==> src/rtl/fwd_pkg.sv <==
package fwd_pkg;
   // Reset and fixed-table contents: rules spread round-robin over nodes.
   function automatic int default_code(input int rule, input int nodes);
      return rule % nodes;
   endfunction
endpackage

==> src/rtl/fwd_prio_enc.sv <==
module fwd_prio_enc #(
   parameter int N_RULES = 8,
   localparam int IDX_W = $clog2(N_RULES)
) (
   input  logic [N_RULES-1:0] match,
   output logic [IDX_W-1:0]   idx,
   output logic               hit
);
   always_comb begin
      idx = '0;
      hit = 1'b0;
      // Scan downwards so the lowest set line is written last and wins.
      for (int i = N_RULES - 1; i >= 0; i--) begin
         if (match[i]) begin
            idx = IDX_W'(i);
            hit = 1'b1;
         end
      end
   end
endmodule

==> src/rtl/fwd_ptr_table.sv <==
module fwd_ptr_table #(
   parameter int N_RULES     = 8,
   parameter int N_NODES     = 4,
   parameter bit FIXED_TABLE = 1'b0,
   localparam int IDX_W = $clog2(N_RULES),
   localparam int PTR_W = $clog2(N_NODES)
) (
   input  logic             clk,
   input  logic             rst_n,
   input  logic             we,
   input  logic [IDX_W-1:0] waddr,
   input  logic [PTR_W-1:0] wcode,
   input  logic [IDX_W-1:0] raddr,
   output logic [PTR_W-1:0] rcode
);
   logic [PTR_W-1:0] entry [N_RULES];

   generate
      if (FIXED_TABLE) begin : g_fixed
         for (genvar r = 0; r < N_RULES; r++) begin : g_ent
            assign entry[r] = PTR_W'(fwd_pkg::default_code(r, N_NODES));
         end
      end else begin : g_ram
         always_ff @(posedge clk) begin
            if (!rst_n) begin
               for (int r = 0; r < N_RULES; r++)
                  entry[r] <= PTR_W'(fwd_pkg::default_code(r, N_NODES));
            end else if (we && (int'(waddr) < N_RULES)) begin
               entry[waddr] <= wcode;
            end
         end
      end
   endgenerate

   assign rcode = (int'(raddr) < N_RULES) ? entry[raddr] : '0;
endmodule

==> src/rtl/fwd_demux.sv <==
module fwd_demux #(
   parameter int N_NODES = 4,
   parameter int DATA_W  = 32,
   localparam int PTR_W = $clog2(N_NODES)
) (
   input  logic                      clk,
   input  logic                      rst_n,
   input  logic                      vld,
   input  logic                      hit,
   input  logic [PTR_W-1:0]          code,
   input  logic [DATA_W-1:0]         data,
   output logic [N_NODES-1:0]        ch_vld,
   output logic [N_NODES*DATA_W-1:0] ch_data,
   output logic                      miss
);
   logic [N_NODES-1:0] sel;

   for (genvar c = 0; c < N_NODES; c++) begin : g_dec
      assign sel[c] = vld && hit && (code == PTR_W'(c));
   end

   always_ff @(posedge clk) begin
      if (!rst_n) begin
         ch_vld  <= '0;
         ch_data <= '0;
         miss    <= 1'b0;
      end else begin
         ch_vld <= sel;
         miss   <= vld && !hit;
         for (int c = 0; c < N_NODES; c++)
            ch_data[c*DATA_W +: DATA_W] <= sel[c] ? data : '0;
      end
   end
endmodule

==> src/rtl/fwd_stage.sv <==
module fwd_stage #(
   parameter int N_RULES     = 8,
   parameter int N_NODES     = 4,
   parameter int DATA_W      = 32,
   parameter bit FIXED_TABLE = 1'b0,
   localparam int IDX_W = $clog2(N_RULES),
   localparam int PTR_W = $clog2(N_NODES)
) (
   input  logic                      clk,
   input  logic                      rst_n,
   input  logic                      in_vld,
   input  logic [N_RULES-1:0]        in_match,
   input  logic [DATA_W-1:0]         in_data,
   input  logic                      tbl_we,
   input  logic [IDX_W-1:0]          tbl_addr,
   input  logic [PTR_W-1:0]          tbl_code,
   output logic [N_NODES-1:0]        out_vld,
   output logic [N_NODES*DATA_W-1:0] out_data,
   output logic                      out_miss
);
   if (N_RULES < 2) begin : g_bad_rules
      $error("fwd_stage: N_RULES must be at least 2");
   end
   if (N_NODES < 2) begin : g_bad_nodes
      $error("fwd_stage: N_NODES must be at least 2");
   end
   if (DATA_W < 1) begin : g_bad_data
      $error("fwd_stage: DATA_W must be positive");
   end

   // Stage 1: priority resolution.
   logic [IDX_W-1:0]  enc_idx;
   logic              enc_hit;
   logic              s1_vld, s1_hit;
   logic [IDX_W-1:0]  s1_idx;
   logic [DATA_W-1:0] s1_data;

   fwd_prio_enc #(.N_RULES(N_RULES)) u_enc (
      .match(in_match), .idx(enc_idx), .hit(enc_hit)
   );

   always_ff @(posedge clk) begin
      if (!rst_n) begin
         s1_vld  <= 1'b0;
         s1_hit  <= 1'b0;
         s1_idx  <= '0;
         s1_data <= '0;
      end else begin
         s1_vld  <= in_vld;
         s1_hit  <= in_vld && enc_hit;
         s1_idx  <= enc_idx;
         s1_data <= in_data;
      end
   end

   // Stage 2: pointer lookup.
   logic [PTR_W-1:0]  tbl_rd;
   logic              s2_vld, s2_hit;
   logic [PTR_W-1:0]  s2_code;
   logic [DATA_W-1:0] s2_data;

   fwd_ptr_table #(
      .N_RULES(N_RULES), .N_NODES(N_NODES), .FIXED_TABLE(FIXED_TABLE)
   ) u_tbl (
      .clk(clk), .rst_n(rst_n), .we(tbl_we), .waddr(tbl_addr),
      .wcode(tbl_code), .raddr(s1_idx), .rcode(tbl_rd)
   );

   always_ff @(posedge clk) begin
      if (!rst_n) begin
         s2_vld  <= 1'b0;
         s2_hit  <= 1'b0;
         s2_code <= '0;
         s2_data <= '0;
      end else begin
         s2_vld  <= s1_vld;
         s2_hit  <= s1_hit;
         s2_code <= tbl_rd;
         s2_data <= s1_data;
      end
   end

   // Stage 3: channel steering.
   fwd_demux #(.N_NODES(N_NODES), .DATA_W(DATA_W)) u_dmx (
      .clk(clk), .rst_n(rst_n), .vld(s2_vld), .hit(s2_hit),
      .code(s2_code), .data(s2_data),
      .ch_vld(out_vld), .ch_data(out_data), .miss(out_miss)
   );
endmodule

==> config.mk <==
export PLATFORM = sky130hd
export DESIGN_NAME = fwd_stage
export DESIGN_NICKNAME = d
export VERILOG_FILES = /design/src/rtl/fwd_pkg.sv /design/src/rtl/fwd_prio_enc.sv /design/src/rtl/fwd_ptr_table.sv /design/src/rtl/fwd_demux.sv /design/src/rtl/fwd_stage.sv
export SDC_FILE = /design/constraint.sdc
export NUM_CORES = 1
export LEC_CHECK = 0
export BUFFER_PORTS_ARGS = -buffer_cell sky130_fd_sc_hd__buf_2
export CAP_MARGIN = 20
export CORE_MARGIN = 3
export CORE_UTILIZATION = 50
export DETAILED_ROUTE_END_ITERATION = 7
export PLACE_DENSITY = 0.76
export SYNTH_ARGS = -nofsm -noshare
export SYNTH_HDL_FRONTEND = slang
export SYNTH_HIERARCHICAL = 1
export SYNTH_SLANG_ARGS = --single-unit
==> constraint.sdc <==
create_clock -name clk -period 2.06 [get_ports clk]
set_input_delay 0.103 -clock clk [delete_from_list [all_inputs] [get_ports clk]]
set_output_delay 0.103 -clock clk [all_outputs]
set_load 0.005 [all_outputs]
==> results.md, run 1 <==
* Flop and latch count out of synthesis at around 220
* Final routed wire length divided by cell count at around 14 um
* Post CTS Setup Buffer Count at 0
* Post-synthesis average cell area at approximately 12 um^2
* Final HPWL from detailed placement at 8990 um
* Tightest slew margin relative to the limit at 0.685
* Cell area after synthesis at 0.00634 mm^2
* Total number of H-tree levels at 1
* Arrival time of data at the critical path endpoint at approximately 1.9 ns
* Number of distinct standard cells referenced by the synthesized netlist at 32
* Area share of the leading cell type in the synthesized netlist at 0.650
* Total wire length after detailed routing at ~13,000 um
* Leak pwr at ~3.7 nW
* Result of the run: finished clean
* Crit path time final at approximately 1.6 ns
* Initial Util at 0.519
* Final critical-path share of the clock period at 0.765
* CORE AREA at 0.0122 mm^2
* Maximum operating frequency at 635 MHz
* Post-Route Setup TNS at 0 ns
* Type of origin of the critical path: register
* Weighted congestion at the end of routability-driven global placement at between 0.8 and 0.9
* CTS tree: built
* Final Max Slew Viols at 0
* Number of nets in the layout at around 810
* Setup-violating endpoint count in the final report at 0
* Layout cell share with drive strength beyond 1 at 0.378
* Final ANT Viol Nets at 0
* Clock-pin slew on the worst setup and hold paths at 0.06 ns
* Quantity of I/O buffers inserted on ports at ~180
* RSZ-0062 raised after global routing: false
* Detailed-route DRC error count at 0
* Post-synthesis cell count at roughly 540
* Remaining global-route overflow at 0
* Worst Max-Slew Pin Slew at roughly 0.47 ns
* Largest vdd supply drop at 0.694 mV
* Final hold viol count at 0
* Layout overhead on the synthesized area at 32.2%
* Die Y-Extent at roughly 120 um
* Share of synthesized area occupied by flip-flops and latches at 0.726
* Chip Width at approximately 120 um
* Required time at the endpoint of the critical path at between 2 and 2.5 ns
* Number of CTS-inserted buffers at 21
* Critical path endpoint category: register
* Clock latency on the worst-skew pair at 0.48 ns
* Power density over the cells at ~1000 mW/mm^2
* Top-level I/O count at ~180
* Avg Vias per Cell at ~4.6
* Post-synthesis net count at just under 600
* CTS resizes at 0
* Number of inserted diodes at 0
* Total routing usage reported by global routing at 0.184
* Synthesis warning total at 6
* Clock sink count at 222
* Number of global-route vias before repair at between 4,000 and 5,000
* Number of buffers added to fix hold violations after cts at 35
* Largest net degree at the start of global routing at 113
* Cell type with the largest total area after synthesis: sky130_fd_sc_hd__dfxtp_1
* Maximum fanout encountered on the critical timing path at 4
* Max Cap Viol at 0
* CP max stage cell: sky130_fd_sc_hd__mux4_1
* Clock Skew at between 0.015 and 0.02 ns
* Initial antenna violation count at 0
* Root buffer cell: sky130_fd_sc_hd__clkbuf_16
* First-pass detailed-route iteration total at 4
* Die area at 0.0141 mm^2
* Cells traversed along the worst timing path: mux4_1, mux2_2, and2_2
* Fillers at a little over 900
* First-pass GRT wire length at between 20,000 and 25,000 um
* Max Buffers Root-to-Sink at 3
* Hold crit path type: input port to register
* DR vias at roughly 4,300
* Summed area of non-filler cells in the final layout at 0.00839 mm^2
* Row count at 40
* Kind of critical path: register to register
* Top post-synthesis cells by area: sky130_fd_sc_hd__dfxtp_1 65%, sky130_fd_sc_hd__and2_2 8.5%, sky130_fd_sc_hd__nor2_1 8.2%
* DP Area at between 0.007 and 0.008 mm^2
* Worst path max stage delay at around 0.60 ns
* Initial detailed-routing violation count at around 300
## power by group
group          total (mW)  leakage, nW  internal (mW)  switching [mW]
logic               0.285         1.59          0.162           0.123
registers            4.46         1.83           4.43          0.0262
clock network        3.50        0.308           2.03            1.47
## layer usage
metal,part of all wire,GRT usage,vias to the layer above,routed length (um)
met4,0.017,0.0485,0,228
met1,0.41,0.220,2006,5420
met3,0.056,0.0340,21,735
met5,0,0,-,0
met2,0.51,0.340,153,6710
li1,-,-,2151,-
## stage by stage
stage | util | hold slack (ns) | instances | worst slack [ns] | total power, mW
after global placement | 0.607 | 0.324 | 874 | 0.527 | 4.77
after global routing | 0.687 | 0.00458 | 944 | 0.424 | 8.54
final | 0.687 | 0.0144 | 944 | 0.485 | 8.24
after CTS | 0.687 | 0.00203 | 944 | 0.461 | 8.30
after floorplan | - | 0.239 | 544 | 0.588 | 4.69
after detailed placement | 0.607 | 0.326 | 874 | 0.472 | 4.79
## flip-flops by register name, indices dropped and copies added (netlist names), 2 cells and up
signal / cells
s2_code: 2
s1_data: 32
s2_data: 32
u_tbl/entry: 16
u_dmx/ch_vld: 4
s1_idx: 3
u_dmx/ch_data: 128
## kinds of logic after synthesis
logic type,share of synthesized area
flops,0.726
simple gates,0.220
mux,0.0201
buf+inv,0.0215
compound gates,0.0124
## worst max-delay path: cells and delay by family (launching register included)
family,cells,cell delay (ns)
flops,1,0.42
simple gates,1,0.18
mux,2,0.87
## cell usage in the layout, fill, tap and decap left out, types with 2 or more instances in the layout
cell	instances
sky130_fd_sc_hd__nand2_1	35
sky130_fd_sc_hd__o21ai_0	7
sky130_fd_sc_hd__clkbuf_1	5
sky130_fd_sc_hd__edfxtp_1	16
sky130_fd_sc_hd__nand4b_1	3
sky130_fd_sc_hd__nor2_1	139
sky130_fd_sc_hd__inv_6	2
sky130_fd_sc_hd__mux4_1	4
sky130_fd_sc_hd__dfxtp_1	206
sky130_fd_sc_hd__nand2b_1	3
sky130_fd_sc_hd__mux2_2	2
sky130_fd_sc_hd__nor2b_1	2
sky130_fd_sc_hd__clkinv_2	2
sky130_fd_sc_hd__buf_4	8
sky130_fd_sc_hd__nor4b_1	2
sky130_fd_sc_hd__buf_2	180
sky130_fd_sc_hd__and2_2	72
sky130_fd_sc_hd__inv_1	2
sky130_fd_sc_hd__o31ai_1	2
sky130_fd_sc_hd__nand3b_1	2
sky130_fd_sc_hd__dlygate4sd3_1	35
sky130_fd_sc_hd__or3_1	7
sky130_fd_sc_hd__clkinv_1	3
sky130_fd_sc_hd__clkbuf_16	21
## synthesized netlist by cell type
| cell | number |
|---|---|
| sky130_fd_sc_hd__dfxtp_1 | 206 |
| sky130_fd_sc_hd__nor2_1 | 139 |
| sky130_fd_sc_hd__and2_2 | 72 |
| sky130_fd_sc_hd__nand2_1 | 35 |
| sky130_fd_sc_hd__edfxtp_1 | 16 |
| sky130_fd_sc_hd__buf_2 | 15 |
| sky130_fd_sc_hd__clkbuf_2 | 7 |
| sky130_fd_sc_hd__o21ai_0 | 7 |
| sky130_fd_sc_hd__or3_1 | 7 |
| sky130_fd_sc_hd__clkbuf_1 | 5 |
| sky130_fd_sc_hd__mux4_1 | 4 |
| sky130_fd_sc_hd__nand2b_1 | 3 |
| sky130_fd_sc_hd__nand4b_1 | 3 |
| sky130_fd_sc_hd__inv_1 | 2 |
| sky130_fd_sc_hd__mux2_2 | 2 |
| sky130_fd_sc_hd__nand3b_1 | 2 |
| sky130_fd_sc_hd__nor2b_1 | 2 |
| sky130_fd_sc_hd__nor4b_1 | 2 |
| sky130_fd_sc_hd__o31ai_1 | 2 |
| sky130_fd_sc_hd__a211oi_1 | 1 |
| sky130_fd_sc_hd__a21oi_1 | 1 |
| sky130_fd_sc_hd__and3_2 | 1 |
| sky130_fd_sc_hd__nand3_1 | 1 |
| sky130_fd_sc_hd__nand4_1 | 1 |
| sky130_fd_sc_hd__nand4bb_1 | 1 |
| sky130_fd_sc_hd__nor3_1 | 1 |
| sky130_fd_sc_hd__nor3b_1 | 1 |
| sky130_fd_sc_hd__nor4_1 | 1 |
| sky130_fd_sc_hd__nor4_2 | 1 |
| sky130_fd_sc_hd__o21bai_1 | 1 |
| sky130_fd_sc_hd__o41ai_1 | 1 |
| sky130_fd_sc_hd__or4_1 | 1 |
## final cells by class
cell class                      count  area, um^2  share of cell area
Clock buffer                       27         558              0.0665
Tap cell                          168         210              0.0251
Clock inverter                      8        68.8             0.00820
Sequential cell                   222        4600               0.549
Inverter                            2        7.51            0.000895
Multi-Input combinational cell    293        1610               0.192
Timing Repair Buffer              224        1330               0.159
## final timing paths
kind	startpoint	endpoint	slack (ns)	depth (start not counted)
hold reg to reg	s1_data[30]$_SDFF_PN0_	s2_data[30]$_SDFF_PN0_	0.44	1
setup reg to reg	s1_idx[0]$_SDFF_PN0_	s2_code[0]$_SDFF_PN0_	0.48	3
setup / recovery	s1_idx[0]$_SDFF_PN0_	s2_code[0]$_SDFF_PN0_	0.48	3
hold / removal	in_match[3]	s1_hit$_SDFF_PN0_	0.01	4
No activity file was read; power rests on OpenSTA's default activity.
==> run 2, diff against run 1 <==
--- a/config.mk
+++ b/config.mk
@@ -5,12 +5,13 @@
 export SDC_FILE = /design/constraint.sdc
 export NUM_CORES = 1
 export LEC_CHECK = 0
+export ABC_AREA = 1
 export BUFFER_PORTS_ARGS = -buffer_cell sky130_fd_sc_hd__buf_2
 export CAP_MARGIN = 20
 export CORE_MARGIN = 3
-export CORE_UTILIZATION = 50
+export CORE_UTILIZATION = 51
 export DETAILED_ROUTE_END_ITERATION = 7
-export PLACE_DENSITY = 0.76
+export PLACE_DENSITY = 0.77
 export SYNTH_ARGS = -nofsm -noshare
 export SYNTH_HDL_FRONTEND = slang
 export SYNTH_HIERARCHICAL = 1
==> constraint.sdc (replaced) <==
create_clock -name clk -period 1.45 [get_ports clk]
set_input_delay 0.0725 -clock clk [delete_from_list [all_inputs] [get_ports clk]]
set_output_delay 0.0725 -clock clk [all_outputs]
set_load 0.005 [all_outputs]
==> results.md, run 2 <==
* CP max stage cell: sky130_fd_sc_hd__dlygate4sd3_1
* Largest vdd supply drop at 0.888 mV (+28%)
* Worst Max-Slew Pin Slew at 0.405 ns (-0.0675 ns)
* CTS resizes at 0 (unchanged)
* Max Cap Viol at 0 (unchanged)
* RSZ-0062 raised after global routing: false
* Cell family with the largest share of critical-path delay: buffers and inverters
* Avg Vias per Cell at 4.42 (-3.8%)
* Area share of the leading cell type in the synthesized netlist at 0.601 (-0.0495)
* Depth of the most critical reg-to-reg path at 3 (unchanged)
* Power density over the cells at 1350 mW/mm^2 (+37%)
* Most prevalent standard cell on the critical path: sky130_fd_sc_hd__dlygate4sd3_1
* Post-placement cell count at 1,029 (+18%)
* Final critical-path share of the clock period at 0.948
* Number of CTS-inserted buffers at 21 (unchanged)
* Critical path endpoint category: register
* Maximum fanout encountered on the critical timing path at 5 (+1)
* Remaining global-route overflow at 0 (unchanged)
* Post-synthesis cell count at 694 (+28%)
* Max FFs per register at 128 (unchanged)
* Hold Path Stages at 4 (unchanged)
* Largest registers: u_dmx/ch_data x128, s1_data x32, s2_data x32
* Initial detailed-routing violation count at 358 (+21%)
* CTS tree: built
* Row count at 41 (+2.5%)
* Cells traversed along the worst timing path: dlygate4sd3_1, buf_2, nor2_4, dlygate4sd3_1, nand3_1
* Cell type with the largest total area after synthesis: sky130_fd_sc_hd__dfxtp_1
* Final HPWL from detailed placement at 9200 um (+2.4%)
* CORE AREA at 0.0129 mm^2 (+5.4%)
* Non-filler instance count after layout at 1,112 (+18%)
* Leak pwr at 4.64 nW (+25%)
* Clock sink count at 222 (unchanged)
* Number of distinct standard cells referenced by the synthesized netlist at 24 (-25%)
* Final design utilization at 0.701 (+0.0136)
* Largest net degree at the start of global routing at 43 (-62%)
* Root buffer cell: sky130_fd_sc_hd__clkbuf_16
* Top FF cell, synth: sky130_fd_sc_hd__dfxtp_1
* Total routing usage reported by global routing at 0.191 (+0.00678)
* Async set-reset flop share out of synthesis at 0 (unchanged)
* Setup-violating endpoint count in the final report at 0 (unchanged)
* Clock Skew at 0.0117 ns (-0.00512 ns)
* Die Y-Extent at 122 um (+2.9%)
* Arrival time of data at the critical path endpoint at 1.59 ns (-0.35 ns)
* Bufs and invs on worst path at 3 (+3)
* Total number of H-tree levels at 1 (unchanged)
* Most common cell after layout, fill and taps aside: sky130_fd_sc_hd__dfxtp_1
* DP Area at 0.00788 mm^2 (+6.3%)
* Maximum operating frequency at about 730 MHz
* Crit path time final at around 1.4 ns
* Detailed-route DRC error count at 0 (unchanged)
* Cell area after synthesis at 0.00687 mm^2 (+8.2%)
* Clock-pin slew on the worst setup and hold paths at 0.06 ns (about the same)
* Post-Route Setup TNS at 0 ns (unchanged)
* Synthesis warning total at 6 (unchanged)
* Die area at 0.0149 mm^2 (+5.8%)
* Final hold viol count at 0 (unchanged)
* Summed area of non-filler cells in the final layout at 0.00902 mm^2 (+7.5%)
* Cell depth of the worst setup path at 5 (+2)
* Final ANT Viol Nets at 0 (unchanged)
* Final routed wire length divided by cell count at 13.1 um (-5.6%)
* Weighted congestion at the end of routability-driven global placement at 0.746 (-7.1%)
* Fillers at 930 (+1.5%)
* Max Buffers Root-to-Sink at 3 (unchanged)
* Required time at the endpoint of the critical path at 1.66 ns (-0.77 ns)
* Top-level I/O count at 182 (unchanged)
* Count of flip-flops with a built-in enable after synthesis at 16 (unchanged)
* Top post-synthesis cells by area: sky130_fd_sc_hd__dfxtp_1 60%, sky130_fd_sc_hd__inv_1 7.8%, sky130_fd_sc_hd__edfxtp_1 7.0%
* Flop and latch count out of synthesis at 222 (unchanged)
* Hold crit path type: input port to register
* Initial antenna violation count at 0 (unchanged)
* Most frequent cell after synthesis: sky130_fd_sc_hd__dfxtp_1
* Most frequent cells in the layout: 206 x sky130_fd_sc_hd__dfxtp_1, 181 x sky130_fd_sc_hd__buf_2, 142 x sky130_fd_sc_hd__inv_1, 126 x sky130_fd_sc_hd__nand2_1, 81 x sky130_fd_sc_hd__nor2_1
* Worst path max stage delay at 0.60 ns (about the same)
* Top post-synthesis cells by count: 206 x sky130_fd_sc_hd__dfxtp_1, 142 x sky130_fd_sc_hd__inv_1, 126 x sky130_fd_sc_hd__nand2_1
* Type of origin of the critical path: input port
* Layout overhead on the synthesized area at 31.4%
* Kind of critical path: input port to register
* Clock latency on the worst-skew pair at 0.48 ns (about the same)
* Share of synthesized area occupied by flip-flops and latches at 0.671 (-0.0553)
* Quantity of I/O buffers inserted on ports at 181 (unchanged)
* First-pass GRT wire length at 22,900 um (+6.6%)
* Layout cell share with drive strength beyond 1 at 0.291 (-0.0868)
* Post-synthesis net count at 743 (+25%)
* Total wire length after detailed routing at 14,600 um (+11%)
* Number of global-route vias before repair at 4,723 (+8.2%)
* DR vias at 4,910 (+13%)
* Result of the run: finished clean
* First-pass detailed-route iteration total at 4 (unchanged)
* Initial Util at 0.533 (+0.0138)
* Final Max Slew Viols at 0 (unchanged)
* Top register by number of flip-flops: u_dmx/ch_data
* Chip Width at 122 um (+2.9%)
* Number of nets in the layout at 976 (+20%)
* Tightest slew margin relative to the limit at 0.730 (+0.0452)
* Post-synthesis average cell area at 9.89 um^2 (-15%)
-- run 2: timing repair --
item	in CTS	in global routing
setup buffers	0	0
endpoints found under the hold margin	44	0
setup endpoints to repair	0	0
hold buffers	47	0
-- run 2: worst min-delay path, cell delays in order --
cell,delay (ns)
sky130_fd_sc_hd__buf_2,0.13
sky130_fd_sc_hd__nand3_4,0.10
sky130_fd_sc_hd__nor2_1,0.05
sky130_fd_sc_hd__nand2_1,0.05
-- run 2: kinds of logic after synthesis --
logic type | Yosys count | share of synthesized area
AO/OA/AOI/OAI | 4 | 0.00310
buffers and inverters | 173 | 0.114
flip-flops | 222 | 0.671
AND/OR/NAND/NOR | 295 | 0.212
-- run 2: per-layer routing --
layer  up-vias  global-route usage  share of wire
li1       2503                   -              -
met3        27              0.0344          0.074
met4         0              0.0525          0.020
met2       169               0.332           0.48
met5         -                   0              0
met1      2211               0.246           0.43
-- run 2: where the power goes --
group	total, mW	switching, mW	internal [mW]
registers	6.34	0.0415	6.30
clock network	5.29	2.12	3.17
logic	0.540	0.315	0.225
-- run 2: path summary, 6_finish.rpt --
kind / slack, ns / to / start
setup reg to reg: 0.29 / u_dmx/ch_data[95]$_SDFF_PN0_ / s2_code[1]$_SDFF_PN0_
hold reg to reg: 0.40 / s2_data[10]$_SDFF_PN0_ / s1_data[10]$_SDFF_PN0_
setup / recovery: 0.08 / u_tbl/entry[6][1]$_SDFFCE_PN1P_ / tbl_addr[0]
hold / removal: 0.03 / u_tbl/entry[7][0]$_SDFFCE_PN1P_ / tbl_we
-- run 2: final cells by class --
cell class	instances	area, um^2	share of cell area
Clock buffer	29	586	0.0649
Clock inverter	6	86.3	0.00957
Sequential cell	222	4600	0.510
Inverter	144	541	0.0599
Multi-Input combinational cell	299	1490	0.165
Timing Repair Buffer	239	1500	0.166
Tap cell	172	215	0.0239
Antenna cell	1	2.50	0.000277
-- run 2: metrics by stage --
stage | setup slack [ns] | hold slack (ns) | power, mW
after floorplan | 0.501 | 0.166 | 6.76
after global placement | 0.325 | 0.253 | 6.90
after detailed placement | 0.286 | 0.258 | 6.91
after CTS | 0.0960 | 0.0153 | 12.2
after global routing | 0.0150 | 0.0421 | 12.6
final | 0.0753 | 0.0281 | 12.2
